`src/rtl/tfc_pkg.sv`:
```
package tfc_pkg;

    typedef enum logic [1:0] {
        VW_BYPASS = 2'd0,
        VW_CTRL   = 2'd1,
        VW_SYNC   = 2'd2,
        VW_TRY    = 2'd3
    } view_e;

    typedef enum logic [1:0] {
        RC_DONE    = 2'd0,
        RC_STALL   = 2'd1,
        RC_REFUSED = 2'd2
    } resp_e;

    typedef enum logic [1:0] {
        ST_IDLE = 2'd0,
        ST_EXEC = 2'd1,
        ST_RESP = 2'd2
    } state_e;

    // Tag word bit positions (software decodes these)
    localparam int TAG_DEPTH_LSB = 28;
    localparam int TAG_CNT_LSB   = 18;
    localparam int TAG_KIND_BIT  = 17;
    localparam int TAG_T_BIT     = 16;
    localparam int TAG_F_BIT     = 1;
    localparam int TAG_E_BIT     = 0;

endpackage

```
`src/rtl/tfc_store.sv`:
```
module tfc_store #(
    parameter int DATA_W     = 64,
    parameter int DEPTH_LOG2 = 3
) (
    input  logic                  clk,
    input  logic                  rst,
    input  logic                  wr_en,
    input  logic [DEPTH_LOG2-1:0] wr_addr,
    input  logic [DATA_W-1:0]     wr_data,
    input  logic [DEPTH_LOG2-1:0] rd_addr,
    output logic [DATA_W-1:0]     rd_data
);
    localparam int DEPTH = 1 << DEPTH_LOG2;

    logic [DATA_W-1:0] mem [DEPTH];

    for (genvar i = 0; i < DEPTH; i++) begin : g_entry
        always_ff @(posedge clk) begin
            if (rst) begin
                mem[i] <= '0;
            end else if (wr_en && wr_addr == DEPTH_LOG2'(i)) begin
                mem[i] <= wr_data;
            end
        end
    end

    assign rd_data = mem[rd_addr];

endmodule

```
`src/rtl/tfc_waiters.sv`:
```
module tfc_waiters #(
    parameter int RID_W = 6
) (
    input  logic                    clk,
    input  logic                    rst,
    input  logic                    rec_en,
    input  logic [RID_W-1:0]        rec_id,
    input  logic                    wake_en,
    output logic [(1<<RID_W)-1:0]   mask_o,
    output logic                    wake_valid,
    output logic [(1<<RID_W)-1:0]   wake_mask
);
    localparam int NREQ = 1 << RID_W;

    logic [NREQ-1:0] slot;

    for (genvar i = 0; i < NREQ; i++) begin : g_slot
        logic held_q;
        always_ff @(posedge clk) begin
            if (rst) begin
                held_q <= 1'b0;
            end else if (wake_en) begin
                held_q <= 1'b0;
            end else if (rec_en && rec_id == RID_W'(i)) begin
                held_q <= 1'b1;
            end
        end
        assign slot[i] = held_q;
    end

    always_ff @(posedge clk) begin
        if (rst) begin
            wake_valid <= 1'b0;
            wake_mask  <= '0;
        end else begin
            wake_valid <= wake_en && (|slot);
            wake_mask  <= wake_en ? slot : '0;
        end
    end

    assign mask_o = slot;

endmodule

```
`src/rtl/tfc_ctrl.sv`:
```
module tfc_ctrl
    import tfc_pkg::*;
#(
    parameter int DATA_W     = 64,
    parameter int DEPTH_LOG2 = 3,
    parameter int RID_W      = 6
) (
    input  logic                  clk,
    input  logic                  rst,
    input  logic                  req_valid,
    output logic                  req_ready,
    input  logic [1:0]            req_view,
    input  logic                  req_write,
    input  logic [RID_W-1:0]      req_id,
    input  logic [DATA_W-1:0]     req_wdata,
    output logic                  resp_valid,
    output logic [1:0]            resp_code,
    output logic [DATA_W-1:0]     resp_rdata,
    output logic                  st_wr_en,
    output logic [DEPTH_LOG2-1:0] st_wr_addr,
    output logic [DATA_W-1:0]     st_wr_data,
    output logic [DEPTH_LOG2-1:0] st_rd_addr,
    input  logic [DATA_W-1:0]     st_rd_data,
    output logic                  wt_rec_en,
    output logic [RID_W-1:0]      wt_rec_id,
    output logic                  wt_wake_en,
    output logic [DEPTH_LOG2:0]   occ_o,
    output logic                  empty_o,
    output logic                  full_o
);
    localparam int DEPTH = 1 << DEPTH_LOG2;
    localparam int CNT_W = DEPTH_LOG2 + 1;
    localparam int PTR_W = DEPTH_LOG2;
    localparam logic [CNT_W-1:0] CNT_MAX = CNT_W'(DEPTH);

    // Sequencer
    state_e state_q, state_d;

    // Latched request
    view_e             view_q;
    logic              wr_q;
    logic [RID_W-1:0]  id_q;
    logic [DATA_W-1:0] wdata_q;

    // Cell state
    logic [PTR_W-1:0] rptr_q;
    logic [CNT_W-1:0] cnt_q;
    logic             e_q, f_q, t_q;

    // Response registers
    resp_e             code_q;
    logic [DATA_W-1:0] rdata_q;

    // Decode
    logic exec, is_ef, pop_req, push_req, pop_go, push_go;
    logic hold, stall, refuse, has_room, nonzero, byp_wr, ctl_wr;
    logic [PTR_W-1:0]  tail_ptr, last_ptr;
    logic [DATA_W-1:0] tag_word, rsel;
    resp_e             code_d;

    // ---------------- state register ----------------
    always_ff @(posedge clk) begin
        if (rst) begin
            state_q <= ST_IDLE;
        end else begin
            state_q <= state_d;
        end
    end

    always_comb begin
        state_d = state_q;
        unique case (state_q)
            ST_IDLE: if (req_valid) state_d = ST_EXEC;
            ST_EXEC: state_d = ST_RESP;
            ST_RESP: state_d = ST_IDLE;
            default: state_d = ST_IDLE;
        endcase
    end

    // ---------------- outputs of the sequencer ----------------
    always_comb begin
        req_ready  = 1'b0;
        resp_valid = 1'b0;
        unique case (state_q)
            ST_IDLE: req_ready  = 1'b1;
            ST_EXEC: ;
            ST_RESP: resp_valid = 1'b1;
            default: ;
        endcase
        resp_code  = code_q;
        resp_rdata = rdata_q;
    end

    // ---------------- request capture ----------------
    always_ff @(posedge clk) begin
        if (rst) begin
            view_q  <= VW_BYPASS;
            wr_q    <= 1'b0;
            id_q    <= '0;
            wdata_q <= '0;
        end else if (state_q == ST_IDLE && req_valid) begin
            view_q  <= view_e'(req_view);
            wr_q    <= req_write;
            id_q    <= req_id;
            wdata_q <= req_wdata;
        end
    end

    // ---------------- operation decode ----------------
    always_comb begin
        exec     = (state_q == ST_EXEC);
        is_ef    = (view_q == VW_SYNC) || (view_q == VW_TRY);
        pop_req  = exec && is_ef && !wr_q;
        push_req = exec && is_ef && wr_q;
        pop_go   = pop_req && !e_q;
        push_go  = push_req && !f_q;
        hold     = (pop_req && e_q) || (push_req && f_q);
        stall    = hold && (view_q == VW_SYNC);
        refuse   = hold && (view_q == VW_TRY);
        has_room = (cnt_q < CNT_MAX);
        nonzero  = (cnt_q != '0);
        tail_ptr = rptr_q + cnt_q[PTR_W-1:0];
        last_ptr = tail_ptr - PTR_W'(1);
        byp_wr   = exec && (view_q == VW_BYPASS) && wr_q && nonzero;
        ctl_wr   = exec && (view_q == VW_CTRL) && wr_q;
    end

    assign st_wr_en   = (push_go && has_room) || byp_wr;
    assign st_wr_addr = push_go ? tail_ptr : last_ptr;
    assign st_wr_data = wdata_q;
    assign st_rd_addr = rptr_q;

    assign wt_rec_en  = stall;
    assign wt_rec_id  = id_q;
    assign wt_wake_en = pop_go || push_go;

    // ---------------- tag word ----------------
    always_comb begin
        tag_word = '0;
        tag_word[TAG_DEPTH_LSB +: 4]   = 4'(DEPTH_LOG2);
        tag_word[TAG_CNT_LSB +: CNT_W] = cnt_q;
        tag_word[TAG_KIND_BIT]         = 1'b1;
        tag_word[TAG_T_BIT]            = t_q;
        tag_word[TAG_F_BIT]            = f_q;
        tag_word[TAG_E_BIT]            = e_q;
    end

    // ---------------- pointers and flags ----------------
    always_ff @(posedge clk) begin
        if (rst) begin
            rptr_q <= '0;
            cnt_q  <= '0;
            e_q    <= 1'b1;
            f_q    <= 1'b0;
            t_q    <= 1'b0;
        end else if (pop_go) begin
            f_q <= 1'b0;
            if (nonzero) begin
                rptr_q <= rptr_q + PTR_W'(1);
                cnt_q  <= cnt_q - CNT_W'(1);
                e_q    <= (cnt_q == CNT_W'(1));
            end else begin
                e_q <= 1'b1;
            end
        end else if (push_go) begin
            e_q <= 1'b0;
            if (has_room) begin
                cnt_q <= cnt_q + CNT_W'(1);
                f_q   <= (cnt_q == CNT_MAX - CNT_W'(1));
            end else begin
                f_q <= 1'b1;
            end
        end else if (ctl_wr) begin
            t_q <= wdata_q[TAG_T_BIT];
            e_q <= wdata_q[TAG_E_BIT];
            f_q <= wdata_q[TAG_F_BIT];
            if (wdata_q[TAG_E_BIT]) begin
                cnt_q  <= '0;
                rptr_q <= '0;
            end
        end
    end

    // ---------------- response selection ----------------
    always_comb begin
        unique case (view_q)
            VW_BYPASS: rsel = wr_q ? '0 : st_rd_data;
            VW_CTRL:   rsel = wr_q ? '0 : tag_word;
            VW_SYNC,
            VW_TRY:    rsel = (pop_go && nonzero) ? st_rd_data : '0;
            default:   rsel = '0;
        endcase
        if (stall) begin
            code_d = RC_STALL;
        end else if (refuse) begin
            code_d = RC_REFUSED;
        end else begin
            code_d = RC_DONE;
        end
    end

    always_ff @(posedge clk) begin
        if (rst) begin
            code_q  <= RC_DONE;
            rdata_q <= '0;
        end else if (exec) begin
            code_q  <= code_d;
            rdata_q <= rsel;
        end
    end

    assign occ_o   = cnt_q;
    assign empty_o = e_q;
    assign full_o  = f_q;

endmodule

```
`src/rtl/tfc_cell.sv`:
```
module tfc_cell #(
    parameter int DATA_W     = 64,
    parameter int DEPTH_LOG2 = 3,
    parameter int RID_W      = 6
) (
    input  logic                   clk,
    input  logic                   rst,
    input  logic                   req_valid,
    output logic                   req_ready,
    input  logic [1:0]             req_view,
    input  logic                   req_write,
    input  logic [RID_W-1:0]       req_id,
    input  logic [DATA_W-1:0]      req_wdata,
    output logic                   resp_valid,
    output logic [1:0]             resp_code,
    output logic [DATA_W-1:0]      resp_rdata,
    output logic                   wake_valid,
    output logic [(1<<RID_W)-1:0]  wake_mask
);
    localparam int NREQ = 1 << RID_W;

    logic                  st_wr_en;
    logic [DEPTH_LOG2-1:0] st_wr_addr, st_rd_addr;
    logic [DATA_W-1:0]     st_wr_data, st_rd_data;
    logic                  wt_rec_en, wt_wake_en;
    logic [RID_W-1:0]      wt_rec_id;
    logic [NREQ-1:0]       wait_mask;
    logic [DEPTH_LOG2:0]   occ;
    logic                  empty_flag, full_flag;

    tfc_ctrl #(
        .DATA_W(DATA_W), .DEPTH_LOG2(DEPTH_LOG2), .RID_W(RID_W)
    ) u_ctrl (
        .clk(clk), .rst(rst),
        .req_valid(req_valid), .req_ready(req_ready),
        .req_view(req_view), .req_write(req_write),
        .req_id(req_id), .req_wdata(req_wdata),
        .resp_valid(resp_valid), .resp_code(resp_code), .resp_rdata(resp_rdata),
        .st_wr_en(st_wr_en), .st_wr_addr(st_wr_addr), .st_wr_data(st_wr_data),
        .st_rd_addr(st_rd_addr), .st_rd_data(st_rd_data),
        .wt_rec_en(wt_rec_en), .wt_rec_id(wt_rec_id), .wt_wake_en(wt_wake_en),
        .occ_o(occ), .empty_o(empty_flag), .full_o(full_flag)
    );

    tfc_store #(
        .DATA_W(DATA_W), .DEPTH_LOG2(DEPTH_LOG2)
    ) u_store (
        .clk(clk), .rst(rst),
        .wr_en(st_wr_en), .wr_addr(st_wr_addr), .wr_data(st_wr_data),
        .rd_addr(st_rd_addr), .rd_data(st_rd_data)
    );

    tfc_waiters #(
        .RID_W(RID_W)
    ) u_waiters (
        .clk(clk), .rst(rst),
        .rec_en(wt_rec_en), .rec_id(wt_rec_id), .wake_en(wt_wake_en),
        .mask_o(wait_mask), .wake_valid(wake_valid), .wake_mask(wake_mask)
    );

endmodule

```
`config.mk`:
```
export PLATFORM = sky130hd
export DESIGN_NAME = tfc_cell
export DESIGN_NICKNAME = d
export VERILOG_FILES = /design/src/rtl/tfc_pkg.sv /design/src/rtl/tfc_store.sv /design/src/rtl/tfc_waiters.sv /design/src/rtl/tfc_ctrl.sv /design/src/rtl/tfc_cell.sv
export SDC_FILE = /design/constraint.sdc
export NUM_CORES = 1
export LEC_CHECK = 0
export BUFFER_PORTS_ARGS = -buffer_cell sky130_fd_sc_hd__buf_2
export CAP_MARGIN = 10
export CORE_AREA = 8 8 246 248
export CTS_CLUSTER_DIAMETER = 60
export CTS_CLUSTER_SIZE = 20
export DETAILED_ROUTE_END_ITERATION = 16
export DIE_AREA = 0 0 254 256
export HOLD_SLACK_MARGIN = 0.15
export PLACE_DENSITY = 0.86
export SETUP_SLACK_MARGIN = 0.02
export SYNTH_ARGS = -nofsm -noshare
export SYNTH_HDL_FRONTEND = slang
export SYNTH_HIERARCHICAL = 1
export SYNTH_SLANG_ARGS = --single-unit
```
`constraint.sdc`:
```
create_clock -name clk -period 8.08 [get_ports clk]
set_input_delay 1.616 -clock clk [delete_from_list [all_inputs] [get_ports clk]]
set_output_delay 1.616 -clock clk [all_outputs]
set_load 0.03 [all_outputs]
```
==> flow_metrics.py <==
metrics = {
    "drt": {
        "ant_nets": 0,
        "vias": 21733,
        "avgRoutedWirePerCell_um": 23.3,
        "drt_iter0_drc": 2450,
        "drc": 0,
        "dr.pass1.iters": 5,
        "avgViaCountPerCell": 6.32,
        "wl_um": 80100,
    },
    "placement": {
        "place_ws_ns": 2.40,
        "dpl_cell_area_um2": 34200,
        "place.gp.congestion": 0.881,
        "hpwl_um": 49100,
        "numPortBuffers": 208,
    },
    "critical_path": {
        "cpMostUsedCell": "buf_4",
        "max_stage_delay_ns": 1.09,
        "arrival_ns": 6.05,
        "required_ns": 8.33,
        "cp_slowest_cell": "dfxtp_4",
        "crit_start": "u_ctrl/st_rd_addr[1]",
        "critical_path.endpoint_type": "flop",
        "crit_family": "buffers and inverters",
        "critical_path_class": "reg -> reg",
        "crit_path_cell_trace": "inv_1 > fa_1 > ha_1 > nand2_1 > xnor2_1 > nand2_4 > buf_4 > o21bai_4 > buf_4",
        "ff2ff_setup_slack_ns": 2.28,
        "crit_path_start_kind": "flop",
        "reg2reg_from": "u_ctrl/st_rd_addr[1]",
        "cp_num_buf_inv": 3,
        "path_max_fanout": 72,
        "reg2reg_depth": 9,
        "r2r-end": "u_store/mem[6][8]",
    },
    "global_routing": {
        "grt_pass1_vias": 21721,
        "grt_pass1_wl_um": 124000,
        "grt_max_degree": 247,
        "antenna_found_initial": 0,
        "grt_overflow": 0,
        "grt_usage_pct": 24.0,
    },
    "pwr": {
        "ir_worst_vdd_mv": 0.206,
        "powerDensity_nw_per_um2": 209,
        "p_total_mw": 7.46,
        "leakage_nw": 11.9,
    },
    "timing": {
        "worst_pin_slew_ns": 1.29,
        "setup_tns_ns": 0,
        "final.period_utilization_pct": 71.8,
        "max_freq_mhz": 172,
        "drv_slew": 0,
        "finalClockSkew_ns": 0.0342,
        "relSlewSlack_pct": 13.9,
        "grt_setup_unrepaired": "false",
        "finalHoldViolations": 0,
        "fin_ws_ns": 2.28,
        "setup_viol": 0,
        "period_minus_slack_ns": 5.80,
    },
    "yosys": {
        "synth_cells": 2585,
        "ys_warn_count": 6,
        "syn-num-nets": 2668,
        "avgSynthCellArea_um2": 12.7,
        "syn-cell-area_um2": 32900,
    },
    "run_status": {
        "status": "finished, final reports clean",
    },
    "hold_path": {
        "min_path_cells": 2,
        "worstHoldStart": "u_ctrl/resp_rdata[25]",
        "hp-class": "reg -> reg",
        "whs_endpoint": "u_ctrl/resp_rdata[25]",
    },
    "cells_and_area": {
        "nets": 2722,
        "fill_cells": 4067,
        "syn_to_final_growth_pct": 8.50,
        "stdcell_area_um2": 35700,
        "layout_commonest_cell": "nor3_1",
        "diodes": 0,
        "multiInputGateArea_um2": 10700,
        "regArea_um2": 21000,
        "drive_gt1_share_pct": 22.8,
        "mostFrequentLayoutCells": "516 x nor3_1, 512 x edfxtp_1, 277 x dfxtp_1",
    },
    "clock_tree": {
        "htree_levels": 2,
        "cts_root_buffer": "clkbuf_16",
        "path_clk_slew_ns": 0.09,
        "cts_setup_buffers": 0,
        "cts_made_buffers": 49,
        "clk-insertion-delay-late_ns": 0.62,
        "cts_tree": "built",
        "cts_buffer_depth": 3,
        "cts_hold_buf": 0,
        "cts.repair.resized": 0,
        "cts.sinks": 792,
    },
    "floorplanning": {
        "design.core.area_um2": 56800,
        "initial_core_util_pct": 58.0,
        "pin_count": 209,
        "die_area_um2": 65000,
        "dieWidth_um": 254,
        "die_h_um": 256,
        "rows": 88,
    },
    "run": {
        "cap_violations": 0,
    },
}
sequential cells by signal, summed over array words and instances, names as in the netlist:
register	count
u_ctrl/state_q	2
u_ctrl/view_q	2
u_ctrl/resp_code	2
u_ctrl/t_q	1
u_ctrl/st_rd_addr	3
u_ctrl/resp_rdata	64
u_ctrl/empty_o	1
u_ctrl/full_o	1
u_ctrl/wt_rec_id	6
u_ctrl/st_wr_data	64
u_ctrl/wr_q	1
u_waiters/wake_valid	1
u_store/mem	512
u_waiters/g_slot.held_q	64
u_waiters/wake_mask	64
u_ctrl/occ_o	4
layer usage:
metal  vias to the layer above  global-route usage (%)  routed length (um)
met2                      1340                    40.2               39900
met4                         0                    9.45                2810
met3                       184                    4.48                7990
met5                         -                       0                   0
met1                     10580                    30.8               29300
li1                       9629                       -                   -
layout make-up:
cell class	count	share of cell area (%)
inverter	72	0.756
timing repair buffer	231	3.48
clock inverter	12	0.459
tap	765	2.68
sequential	792	58.7
multi-input combinational	1493	30.0
clock buffer	76	3.86
power breakdown:
part	internal (mW)	switching, mW	leakage [nW]
Clock	1.26	1.34	0.757
Combinational	0.107	0.297	3.63
Sequential	4.41	0.0570	7.56
worst min-delay path, cell delays in order (launching register included):
cell and delay, ns:
dfxtp_1 0.31, nand2_1 0.05, a21oi_1 0.05
stage by stage:
step | std cells | util, % | hold WS (ns)
2_1_floorplan | 2585 | - | 0.440
3_3_place_gp | 3353 | 60.2 | 0.439
3_5_place_dp | 3353 | 60.2 | 0.442
4_1_cts | 3441 | 62.9 | 0.451
5_1_grt | 3441 | 62.9 | 0.469
6_report | 3441 | 62.9 | 0.451
worst max-delay path by stage:
stage                     depth (start not counted)                  to  slack [ns]
after floorplan                                  11   u_store/mem[1][0]        2.30
after global placement                           10  u_store/mem[7][11]        2.58
after CTS                                        10   u_store/mem[6][9]        2.34
after global routing                             10   u_store/mem[6][9]        1.98
final                                             9   u_store/mem[6][8]        2.28
after detailed placement                          9   u_store/mem[7][7]        2.40
(Power assumes the default switching activity.)
